### src/rtl/chirp_seq_pkg.sv
package chirp_seq_pkg;
  typedef enum logic [2:0] {
    ST_IDLE    = 3'b000,
    ST_LCHIRP  = 3'b001,
    ST_LLISTEN = 3'b010,
    ST_GUARD   = 3'b011,
    ST_SCHIRP  = 3'b100,
    ST_SLISTEN = 3'b101,
    ST_DONE    = 3'b110
  } seq_state_e;
endpackage

### src/rtl/seq_dur_sel.sv
module seq_dur_sel
  import chirp_seq_pkg::*;
#(
  parameter int TW                 = 16,
  parameter int T1_SAMPLES         = 60,
  parameter int T1_RADAR_LISTENING = 200,
  parameter int GUARD_SAMPLES      = 40,
  parameter int T2_SAMPLES         = 10,
  parameter int T2_RADAR_LISTENING = 100
) (
  input  seq_state_e    state_i,
  output logic [TW-1:0] dur_o
);
  always_comb begin
    unique case (state_i)
      ST_LCHIRP:  dur_o = TW'(T1_SAMPLES);
      ST_LLISTEN: dur_o = TW'(T1_RADAR_LISTENING);
      ST_GUARD:   dur_o = TW'(GUARD_SAMPLES);
      ST_SCHIRP:  dur_o = TW'(T2_SAMPLES);
      ST_SLISTEN: dur_o = TW'(T2_RADAR_LISTENING);
      default:    dur_o = TW'(1);
    endcase
  end
endmodule

### src/rtl/seq_timer.sv
module seq_timer #(
  parameter int TW = 16
) (
  input  logic          clk_i,
  input  logic          rst_ni,
  input  logic          run_i,
  input  logic [TW-1:0] dur_i,
  output logic          last_o
);
  logic [TW-1:0] tmr_q;

  always_ff @(posedge clk_i or negedge rst_ni) begin
    if (!rst_ni)     tmr_q <= '0;
    else if (!run_i) tmr_q <= '0;
    else             tmr_q <= tmr_q + TW'(1);
  end

  assign last_o = (tmr_q == dur_i - TW'(1));

  // a state dwell never outruns its duration
  a_r3_timer_bound: assert property (@(posedge clk_i) disable iff (!rst_ni)
    tmr_q < dur_i);
endmodule

### src/rtl/seq_chirp_cnt.sv
module seq_chirp_cnt #(
  parameter int CW = 6
) (
  input  logic          clk_i,
  input  logic          rst_ni,
  input  logic          clr_i,
  input  logic          inc_i,
  output logic [CW-1:0] cnt_o
);
  logic [CW-1:0] cnt_q;

  always_ff @(posedge clk_i or negedge rst_ni) begin
    if (!rst_ni)    cnt_q <= '0;
    else if (clr_i) cnt_q <= '0;
    else if (inc_i) cnt_q <= cnt_q + CW'(1);
  end

  assign cnt_o = cnt_q;
endmodule

### src/rtl/chirp_frame_seq.sv
module chirp_frame_seq
  import chirp_seq_pkg::*;
#(
  parameter int CHIRP_MAX          = 32,
  parameter int TW                 = 16,
  parameter int T1_SAMPLES         = 60,
  parameter int T1_RADAR_LISTENING = 200,
  parameter int GUARD_SAMPLES      = 40,
  parameter int T2_SAMPLES         = 10,
  parameter int T2_RADAR_LISTENING = 100
) (
  input  logic       clk_i,
  input  logic       rst_ni,
  input  logic       new_chirp_i,
  output logic [2:0] state_o,
  output logic [5:0] chirp_cnt_o
);
  localparam int CW = 6;
  localparam logic [CW-1:0] HALF    = CW'(CHIRP_MAX / 2);
  localparam logic [CW-1:0] HALF_M1 = CW'(CHIRP_MAX / 2 - 1);
  localparam logic [CW-1:0] FULL_M1 = CW'(CHIRP_MAX - 1);

  seq_state_e    state_q, state_d;
  logic [TW-1:0] dur;
  logic          last, timed, run, cnt_inc, cnt_clr;
  logic [CW-1:0] cnt;

  seq_dur_sel #(
    .TW(TW), .T1_SAMPLES(T1_SAMPLES), .T1_RADAR_LISTENING(T1_RADAR_LISTENING),
    .GUARD_SAMPLES(GUARD_SAMPLES), .T2_SAMPLES(T2_SAMPLES),
    .T2_RADAR_LISTENING(T2_RADAR_LISTENING)
  ) u_dur (
    .state_i(state_q),
    .dur_o  (dur)
  );

  seq_timer #(.TW(TW)) u_tmr (
    .clk_i (clk_i),
    .rst_ni(rst_ni),
    .run_i (run),
    .dur_i (dur),
    .last_o(last)
  );

  seq_chirp_cnt #(.CW(CW)) u_cnt (
    .clk_i (clk_i),
    .rst_ni(rst_ni),
    .clr_i (cnt_clr),
    .inc_i (cnt_inc),
    .cnt_o (cnt)
  );

  assign timed = (state_q != ST_IDLE) && (state_q != ST_DONE);
  assign run   = timed && (state_d == state_q);

  always_comb begin
    state_d = state_q;
    cnt_inc = 1'b0;
    cnt_clr = 1'b0;
    unique case (state_q)
      ST_IDLE:    if (new_chirp_i) state_d = ST_LCHIRP;
      ST_LCHIRP:  if (last) state_d = ST_LLISTEN;
      ST_LLISTEN: if (last) begin
        cnt_inc = 1'b1;
        state_d = (cnt == HALF_M1) ? ST_GUARD : ST_LCHIRP;
      end
      ST_GUARD:   if (last) state_d = ST_SCHIRP;
      ST_SCHIRP:  if (last) state_d = ST_SLISTEN;
      ST_SLISTEN: if (last) begin
        cnt_inc = 1'b1;
        state_d = (cnt == FULL_M1) ? ST_DONE : ST_SCHIRP;
      end
      ST_DONE: begin
        cnt_clr = 1'b1;  // frame end: next frame starts from zero
        state_d = ST_IDLE;
      end
      default:    state_d = ST_IDLE;
    endcase
  end

  always_ff @(posedge clk_i or negedge rst_ni) begin
    if (!rst_ni) state_q <= ST_IDLE;
    else         state_q <= state_d;
  end

  assign state_o     = state_q;
  assign chirp_cnt_o = cnt;

  // request in idle starts the long burst on the next edge
  a_r2_start: assert property (@(posedge clk_i) disable iff (!rst_ni)
    (state_q == ST_IDLE && new_chirp_i) |=> (state_o == 3'b001));
  // counter moves only at a listen end or at done
  a_r3_cnt_hold: assert property (@(posedge clk_i) disable iff (!rst_ni)
    (state_q inside {ST_IDLE, ST_LCHIRP, ST_GUARD, ST_SCHIRP}) |=> $stable(chirp_cnt_o));
  // guard entered with half count
  a_r4_guard_cnt: assert property (@(posedge clk_i) disable iff (!rst_ni)
    (state_q == ST_LLISTEN && state_d == ST_GUARD) |=> (chirp_cnt_o == HALF));
  // done is one cycle and leaves a zero count
  a_r6_done_clear: assert property (@(posedge clk_i) disable iff (!rst_ni)
    (state_q == ST_DONE) |=> (state_o == 3'b000 && chirp_cnt_o == '0));
  // idle holds while no request
  a_r9_idle_hold: assert property (@(posedge clk_i) disable iff (!rst_ni)
    (state_q == ST_IDLE && !new_chirp_i) |=> (state_o == 3'b000));
endmodule

### config.mk
export PLATFORM = sky130hd
export DESIGN_NAME = chirp_frame_seq
export DESIGN_NICKNAME = d
export VERILOG_FILES = /design/src/rtl/chirp_seq_pkg.sv /design/src/rtl/seq_dur_sel.sv /design/src/rtl/seq_timer.sv /design/src/rtl/seq_chirp_cnt.sv /design/src/rtl/chirp_frame_seq.sv
export SDC_FILE = /design/constraint.sdc
export NUM_CORES = 1
export LEC_CHECK = 0
export ABC_AREA = 1
export CAP_MARGIN = 25
export CORE_ASPECT_RATIO = 1.25
export CORE_MARGIN = 2
export CORE_UTILIZATION = 50
export DETAILED_ROUTE_END_ITERATION = 16
export GPL_TIMING_DRIVEN = 0
export HOLD_SLACK_MARGIN = 0.02
export PLACE_DENSITY_LB_ADDON = 0.15
export SETUP_SLACK_MARGIN = 0.02
export SYNTH_ARGS = -nofsm -noshare
export SYNTH_HDL_FRONTEND = slang
export SYNTH_SLANG_ARGS = --single-unit
### constraint.sdc
create_clock -name clk_i -period 2.21 [get_ports clk_i]
set_clock_uncertainty 0.2 [all_clocks]
set_input_delay 0.5525 -clock clk_i [delete_from_list [all_inputs] [get_ports clk_i]]
set_output_delay 0.5525 -clock clk_i [all_outputs]
set_load 0.1 [all_outputs]
Word-level counts from Yosys, hierarchy flattened
Index checks and enable logic that the tools add are counted.

Output and inout bits: 9. Input port bits: 3. Latch bits: 0. Memory bits (read-only): 0. Memories: 0. Word-level logic and storage cells: 39. Bits in registers: 25. Bits in writable memories: 0.

Shifts and indexed selects: 0. Muxes and demuxes: 16. Multipliers: 0. Bitwise operators: 0. Reductions and logical operators: 6. Add/subtract/negate cells: 3. Divide/modulo/power cells: 0. $lt $le $gt $ge: 0. Equal/unequal tests: 11.

Operators with widths (number): $pmux W8 S5 (1); $mux W3 (6); $pmux W3 S6 (1); $add A16 B1 Y16 const B (1); $eq A16 B16 Y1 (1); $mux W16 (1); $mux W6 (2); $eq A3 B3 Y1 const B (3); $sub A8 B1 Y9 const B (1); $add A6 B1 Y6 const B (1); $eq A3 B2 Y1 const B (2); $eq A6 B4 Y1 const B (1); $eq A6 B5 Y1 const B (1); $mux W2 (2); $eq A3 B1 Y1 const B (1); $eq A3 B3 Y1 (1); $logic_not A3 Y1 (1); $mux W1 (3); $ne A3 B3 Y1 const B (1); $reduce_bool A3 Y1 (1); $logic_and A1 B1 Y1 (2); $reduce_bool A2 Y1 (1); $reduce_or A2 Y1 (1).

Depth between registers and ports, before layout
Gate-level depths: netlist (run 1).

Depth in word-level cells: 9. Gate-level depth with buffers: 15. Depth with buffers taken out: 13.

Modules after synthesis
From an unflattened synthesis (run 1), not the netlist that was laid out.

Cell total of the unflattened synthesis: 343. Area total of the unflattened synthesis: 2163.3 sq um.

Modules (own cells, without submodules): seq_timer (area an instance 1475.2 sq um, sequential area each 400.4 sq um, instances 1, cells each 242); seq_chirp_cnt (area an instance 320.3 sq um, sequential area each 150.1 sq um, instances 1, cells each 39); chirp_frame_seq (area an instance 226.5 sq um, sequential area each 75.1 sq um, instances 1, cells each 34); seq_dur_sel (area an instance 141.4 sq um, sequential area each 0.0 sq um, instances 1, cells each 28).

Least setup slack after synthesis (run 1)
OpenSTA, ideal clock, no wires.

Path type: register to register. Start: register state_q[2] (netlist: state_o[2]). End: register u_tmr.tmr_q[12]. Clock period less this slack: 2.652 ns. Path slack: -0.442 ns. Data arrival time: 2.383 ns. Data required time: 1.941 ns. Buffers on the path: 1. Library setup time: 0.069 ns. Cell stages (with the launch flop): 14. Cells stage by stage: dfrtp_1 -> inv_1 -> nand3_2 -> nand2_1 -> nand2_1 -> nand2_1 -> nor2_2 -> nand3_2 -> nor2_2 -> nor2_1 -> nand3_1 -> nand3_2 -> buf_6 -> nor2_2.

Word-level cells in the longest chain between the ends: 9. Elaborated cells on any way between the ends: 22. Classes of those cells: 1 x add/sub; 8 x eq/ne; 9 x mux; 4 x reduce/logical.

RTL lines: start, declared (line chirp_frame_seq.sv:23) `seq_state_e state_q, state_d;`; start signal, assigned (line chirp_frame_seq.sv:83) `else state_q <= state_d;`; $eq A3 B3 Y1, or another cell as far along (line seq_dur_sel.sv:15, chirp_frame_seq.sv:60); $pmux W8 S5 (line seq_dur_sel.sv:15) `unique case (state_i)`; $sub A8 B1 Y9 (line seq_timer.sv:18) `assign last_o = (tmr_q == dur_i - TW'(1));`; $eq A16 B16 Y1 (line seq_timer.sv:18); $mux W3, on equally long branches; $pmux W3 S6 (line chirp_frame_seq.sv:60) `unique case (state_q)`; $eq A3 B3 Y1 (line chirp_frame_seq.sv:54) `assign run = timed && (state_d == state_q);`; $logic_and A1 B1 Y1 (*) (line chirp_frame_seq.sv:54); $mux W16 (*) (line seq_timer.sv:14) `else if (!run_i) tmr_q <= '0;`; end signal, assigned (line seq_timer.sv:15) `else tmr_q <= tmr_q + TW'(1);`; end, declared (line seq_timer.sv:10) `logic [TW-1:0] tmr_q;`.

Mark *: on every way between the ends. The rest lies on a longest branch, timed or not. A chain may end at the register's enable or synchronous reset.

Final worst setup path (run 1)
Start: register state_q[0] (netlist: state_o[0]). End: register u_tmr.tmr_q[10].

Same word-level chain as after synthesis.

==> flow_summary.ini, run 1 <==
[status]
status = complete, but fails checks
violations = negative setup slack

[worst_setup_path]
crit_type = reg -> reg
crit_path_max_fanout = 7
r2r_end = u_tmr.tmr_q[10]
worstSetupEndpoint = u_tmr.tmr_q[10]
cp.arrival_ps = 2330
reg2reg_slack_ps = -50
startpoint_type = register
end_kind = register
startpoint = state_o[0]
worstPathRequired_ps = 2280
reg2reg_depth = 14
r2r-start = state_o[0]

[global_routing]
first_global_vias = 1460
antenna_found_initial = 0
grt_first_pass_wirelength_mm = 6.32
grt_max_degree = 16
gr-total-overflow = 0
track_usage_pct = 23.5

[detailed_routing]
vias = 1510
post-route-drc-count = 0
ant_nets = 0
wl_mm = 3.64
dr.pass1.iters = 4
vias_per_cell = 5.34
wl_per_cell_um = 12.9
drtIter0Drc = 24

[synth]
ys_seq_area_share_pct = 40.0
syn_nets = 220
synth_flop_cell = dfrtp_1
yosys_warnings = 0
async_reset_ff_share_pct = 100
ys_ff_latch = 25
synth_cells = 215
synth_cell_types = 23
netlist_area_um2 = 1570
syn_avg_cell_area_um2 = 7.28
synth_edf_count = 0

[placement]
portBuffers = 11
hpwl_mm = 2.39
gp_congestion = 0.823
post-place-ws_ps = -142
dp_cells = 263

[clock_tree]
cts_hold_buf = 0
cts.path.max_buffers = 2
clk_latency_ps = 320
htree_levels = 1
cts_made_buffers = 3
clk_pin_slew_ps = 150
clockRootBuffer = clkbuf_4
cts_tree = yes
clock_sinks = 25

[power]
power_density_nw_per_um2 = 1060
ir_drop_v = 0.000988
total_leakage_power_nw = 0.974

[sta]
slew_headroom_pct = 59.2
finalSetupViolCount = 5
final_max_slew_viol_count = 0
rsz0062_at_grt = yes
period_share_pct = 102
fmax_mhz = 443
tightest_slew_ps = 610
final_hold_viol_count = 0
period_minus_slack_ps = 2260
setup_slack_ps = -49.4

[run]
maxCapViolCount = 0

[cells_and_area]
diodes = 0
drive_above_1_share_pct = 30.0
final_cells = 283
register_area_um2 = 637
fin_util_pct = 69.8
area_delta_synth_final_pct = 32.6
fillers = 226
multiInputGateArea_um2 = 910
nNetsFinal = 253

[floorplanning]
core_area_um2 = 2970
ios = 12
die_area_um2 = 3600
initial_core_util_pct = 52.7
row_count = 22
die_width_um = 54.0
die_h_um = 66.6

[min_path]
hold_class = reg -> reg
worstHoldPathCells = 2
-- worst max-delay path, cell delays in order, from the launching register on --
cell and delay, ps:
dfrtp_4 510, buf_8 150, inv_8 60, nand3_1 100
nand3_1 100, nand2_1 70, nor2_2 140, nand3_2 130
nor2_4 120, nor2_2 50, nand3_2 70, nand3_4 130
buf_12 160, buf_12 130, nor2_2 70
-- metrics by stage --
| step | power [W] | hold WS (ps) | TNS (ps) | cell area (um2) |
|---|---|---|---|---|
| after floorplan | 0.00139 | 56.9 | -370 | 1580 |
| final | 0.00220 | 366 | -214 | 2080 |
| after detailed placement | 0.00157 | 351 | -1930 | 1750 |
| after CTS | 0.00213 | 371 | -198 | 2010 |
| after global placement | 0.00155 | 351 | -1540 | 1740 |
| after global routing | 0.00237 | 427 | -1680 | 2080 |
-- timing repair --
item / in CTS / in global routing
buffers inserted: 13 / 3
gates resized for setup: 49 / 22
gates cloned: 1 / 0
pin swaps: 2 / 5
endpoints found under the setup margin: 30 / 24
-- worst min-delay path by stage --
stage                            endpoint  slack (ps)             from
final                     u_tmr.tmr_q[15]         370  u_tmr.tmr_q[15]
after global routing       u_tmr.tmr_q[5]         430           rst_ni
after CTS                 u_tmr.tmr_q[15]         370  u_tmr.tmr_q[15]
after detailed placement  u_tmr.tmr_q[15]         350  u_tmr.tmr_q[15]
after global placement    u_tmr.tmr_q[15]         350  u_tmr.tmr_q[15]
after floorplan            u_cnt.cnt_o[0]          60           rst_ni
-- power breakdown --
part	switching (W)	internal, W	total, W
clock network	0.000146	0.0000691	0.000215
logic	0.000746	0.000560	0.00131
registers	0.000127	0.000557	0.000684
total	0.00102	0.00119	0.00220
-- registers in the layout, indices dropped and copies added, names as in the netlist --
signal and cells:
u_tmr.tmr_q 16, u_cnt.cnt_o 6, state_o 3
-- cells in the final DEF, fill, tap and decap left out, types with 2 or more instances in the layout --
master            n
nand2_4           2
dfrtp_1          22
clkbuf_4          3
ha_1              2
nor2_1           19
nor3_1            2
a21oi_1           2
buf_12            3
xnor2_1           4
nor2_2            9
buf_8             2
dfrtp_4           3
buf_2             2
xor2_1            4
clkdlybuf4s15_2   7
nand3b_1          2
nand2_2           6
nand2_1          41
inv_1            32
o21ai_0          10
nand3_1          19
buf_4            13
clkdlybuf4s50_1   2
nor2_4            9
nand3_2           5
nand4_1           6
-- Yosys cell counts (4+ instances only) --
cell type | number | area (um2)
dfrtp_1 | 25 | 626
inv_1 | 33 | 124
nand2_1 | 46 | 173
nand3_1 | 22 | 110
nand4_1 | 6 | 37.5
nor2_1 | 22 | 82.6
nor2_2 | 15 | 93.8
o21ai_0 | 13 | 65.1
xnor2_1 | 4 | 35.0
xor2_1 | 4 | 35.0
-- routing by layer --
| metal | vias to the layer above | track usage [%] | share of wire (%) |
|---|---|---|---|
| met3 | 14 | 2.69 | 2.7 |
| met5 | - | 0 | 0 |
| met4 | 0 | 9.38 | 2.9 |
| met1 | 713 | 30.3 | 41 |
| met2 | 32 | 39.3 | 53 |
| li1 | 751 | - | - |
-- cell families (layout without fill, tap and decap cells) --
logic type / after synthesis / count (layout) / share of synthesized area [%]
AND/OR/NAND/NOR: 125 / 125 / 38.0
buffers and inverters: 37 / 69 / 9.83
flip-flops: 25 / 25 / 40.0
AO/OA/AOI/OAI: 18 / 18 / 6.16
XOR/XNOR: 8 / 8 / 4.48
adder cells (fa/ha/maj): 2 / 2 / 1.60
-- layout make-up --
type / instances / share of cell area, %
Buffer: 2 / 1.69
Clock buffer: 3 / 1.08
Clock inverter: 1 / 0.362
Inverter: 35 / 7.05
Multi-Input combinational cell: 153 / 43.8
Sequential cell: 25 / 30.7
Tap cell: 36 / 2.17
Timing Repair Buffer: 28 / 13.1
Note: power is estimated with default switching activity, not from simulation.
==> run 2, diff against run 1 <==
PLACE_DENSITY = 0.69   (was not set)
PLACE_DENSITY_LB_ADDON = not set   (was 0.15)
SYNTH_HIERARCHICAL = 1   (was not set)
==> flow_summary.ini, run 2 <==
[status]
status = complete, but fails checks
violations = negative setup slack

[cells_and_area]
final_common_cell = nand2_1
drive_above_1_share_pct = 36.6
nNetsFinal = 398
area_delta_synth_final_pct = 34.0
final_cell_area_um2 = 2900
fin_util_pct = 70.2
largest_register_ffs = 16
layout_common_cells = nand2_1, inv_1, nor2_1, buf_4, dfrtp_1
diodes = 0
final_cells = 447
regMostFlops = u_tmr/tmr_q

[synth]
syn_avg_cell_area_um2 = 6.31
yosys-top-cells-area = dfrtp_1, nand2_1, inv_1, nor2_1, a21oi_1
yosys-top-cells-count = nand2_1, inv_1, nor2_1, dfrtp_1
ys_seq_area_share_pct = 28.9
async_reset_ff_share_pct = 100
yosysTopAreaCell = dfrtp_1
synth.top_cell.area_share_pct = 28.9
synth_cells = 343
ys_ff_latch = 25
synth_edf_count = 0
yosys_warnings = 6
netlist_area_um2 = 2160
synth_flop_cell = dfrtp_1
post-synth-top-count-cell = nand2_1
synth_cell_types = 31

[min_path]
worstHoldPathCells = 1
hold_class = reg -> reg
min_from = u_tmr/tmr_q[15]
min_to = u_tmr/tmr_q[15]

[sta]
tightest_slew_ps = 544
fmax_mhz = 343
finalSetupViolCount = 25
setup_slack_ps = -708
final_hold_viol_count = 0
rsz0062_at_grt = yes
worst_hold_slack_ps = 318
period_share_pct = 132
period_minus_slack_ps = 2920
slew_headroom_pct = 63.9
final_max_slew_viol_count = 0

[power]
swShare_pct = 50.3
ir_drop_v = 0.00109
p_int_w = 0.00129
combPwrFrac_pct = 63.5
power.switching_w = 0.00130
power_density_nw_per_um2 = 892
design_power_total_w = 0.00259
p_clk_share_pct = 10.5
seqPwrFrac_pct = 25.9
total_leakage_power_nw = 1.47

[placement]
gp_congestion = 0.848
portBuffers = 11
dp_cells = 418
hpwl_mm = 3.59
place_area_um2 = 2430

[clock_tree]
cts_tree = yes
clock_sinks = 25
cts_made_buffers = 3
clockRootBuffer = clkbuf_8
cts_hold_buf = 0
clk_pin_slew_ps = 90
cts.path.max_buffers = 2
clk_latency_ps = 270
htree_levels = 1

[worst_setup_path]
crit_path_max_fanout = 7
crit_type = reg -> reg
r2r_end = u_tmr/tmr_q[3]
r2r-start = state_o[1]
startpoint = state_o[1]
cp.arrival_ps = 2910
startpoint_type = register
worstPathRequired_ps = 2200
end_kind = register
reg2reg_depth = 22
reg2reg_slack_ps = -710

[floorplanning]
ios = 12
row_count = 26
die_width_um = 62.8
die_h_um = 77.5
die_area_um2 = 4870
core_area_um2 = 4130
initial_core_util_pct = 52.4

[detailed_routing]
dr.pass1.iters = 4
vias_per_cell = 4.79
drtIter0Drc = 99
post-route-drc-count = 0
ant_nets = 0
vias = 2141
wl_per_cell_um = 11.9
wl_mm = 5.34

[global_routing]
grt_max_degree = 20
track_usage_pct = 21.7
first_global_vias = 2046
antenna_found_initial = 0
gr-total-overflow = 0
grt_first_pass_wirelength_mm = 8.65

[run]
maxCapViolCount = 0
==> run 2: changes by cell type in the layout (fill, tap and decap cells not counted), moves of 10 or more <==
cell,change
nor2_1,+11
inv_2,+13
buf_4,+15
inv_1,+14
a21oi_1,+10
nand2_1,+37
==> run 2: worst max path at each step <==
stage	to	slack [ps]	cells after the start
2_1_floorplan	u_cnt/cnt_o[5]	-700	24
3_3_place_gp	u_cnt/cnt_o[5]	-860	21
3_5_place_dp	u_cnt/cnt_o[5]	-900	21
4_1_cts	u_cnt/cnt_o[5]	-650	22
5_1_grt	state_o[0]	-840	23
6_report	u_tmr/tmr_q[3]	-710	22
==> run 2: final cells by class <==
| class | count | area, um2 |
|---|---|---|
| clock inverter | 1 | 5.00 |
| multi-input combinational | 251 | 1490 |
| buffer | 10 | 80.1 |
| clock buffer | 3 | 41.3 |
| sequential | 25 | 637 |
| inverter | 64 | 248 |
| fill | 372 | 1230 |
| timing repair buffer | 37 | 328 |
| tap | 56 | 70.1 |
==> run 2: cell families (layout without fill, tap and decap cells) <==
| group | after synthesis | in the layout | share of synthesized area (%) |
|---|---|---|---|
| AO/OA/AOI/OAI | 40 | 40 | 9.77 |
| adder cells (fa/ha/maj) | 3 | 3 | 1.74 |
| AND/OR/NAND/NOR | 187 | 187 | 39.9 |
| flip-flops | 25 | 25 | 28.9 |
| buffers and inverters | 74 | 115 | 14.3 |
| XOR/XNOR | 13 | 13 | 5.26 |
| other | 1 | 8 | 0.173 |
==> run 2: power by group through the flow <==
stage	clock network, W	logic (W)	registers [W]
finish	0.000273	0.00164	0.000670
global route	0.000296	0.00181	0.000682
CTS	0.000281	0.00144	0.000665
detailed placement	0	0.00116	0.000700
global placement	0	0.00113	0.000697
floorplan	0	0.000816	0.000810
==> run 2: what timing repair did <==
action,4_1_cts,5_1_grt
endpoints found under the setup margin,34,27
gates cloned,1,0
resized for setup,72,37
pin swaps,27,24
endpoints found under the hold margin,0,0
setup buffers,17,7
==> run 2: routing by layer <==
metal / vias up / track usage, % / part of all wire, %
met1: 967 / 25.4 / 43
li1: 1137 / - / -
met2: 29 / 42.2 / 54
met5: - / 0 / 0
met4: 0 / 6.89 / 1.3
met3: 8 / 1.01 / 2.1
==> run 2: worst max-delay path, stage by stage (launching register included) <==
cell,delay (ps)
dfrtp_4,550
inv_2,70
nand2_2,60
nand2_2,80
nor2_4,40
inv_2,80
buf_6,100
buf_6,90
nand2_4,60
nor2_4,170
inv_2,70
nor2_2,120
nand2_1,80
nor2_1,110
nor2_1,70
nand3_2,90
nor2_4,50
inv_2,90
nand2_2,70
a21oi_4,240
buf_8,170
o21ai_2,60
a21oi_1,120
==> run 2: stage by stage <==
| step | setup WS [ps] | setup TNS (ps) |
|---|---|---|
| floorplan | -696 | -13480 |
| global placement | -863 | -20080 |
| detailed placement | -900 | -20670 |
| CTS | -652 | -13870 |
| global route | -843 | -19760 |
| finish | -708 | -15930 |
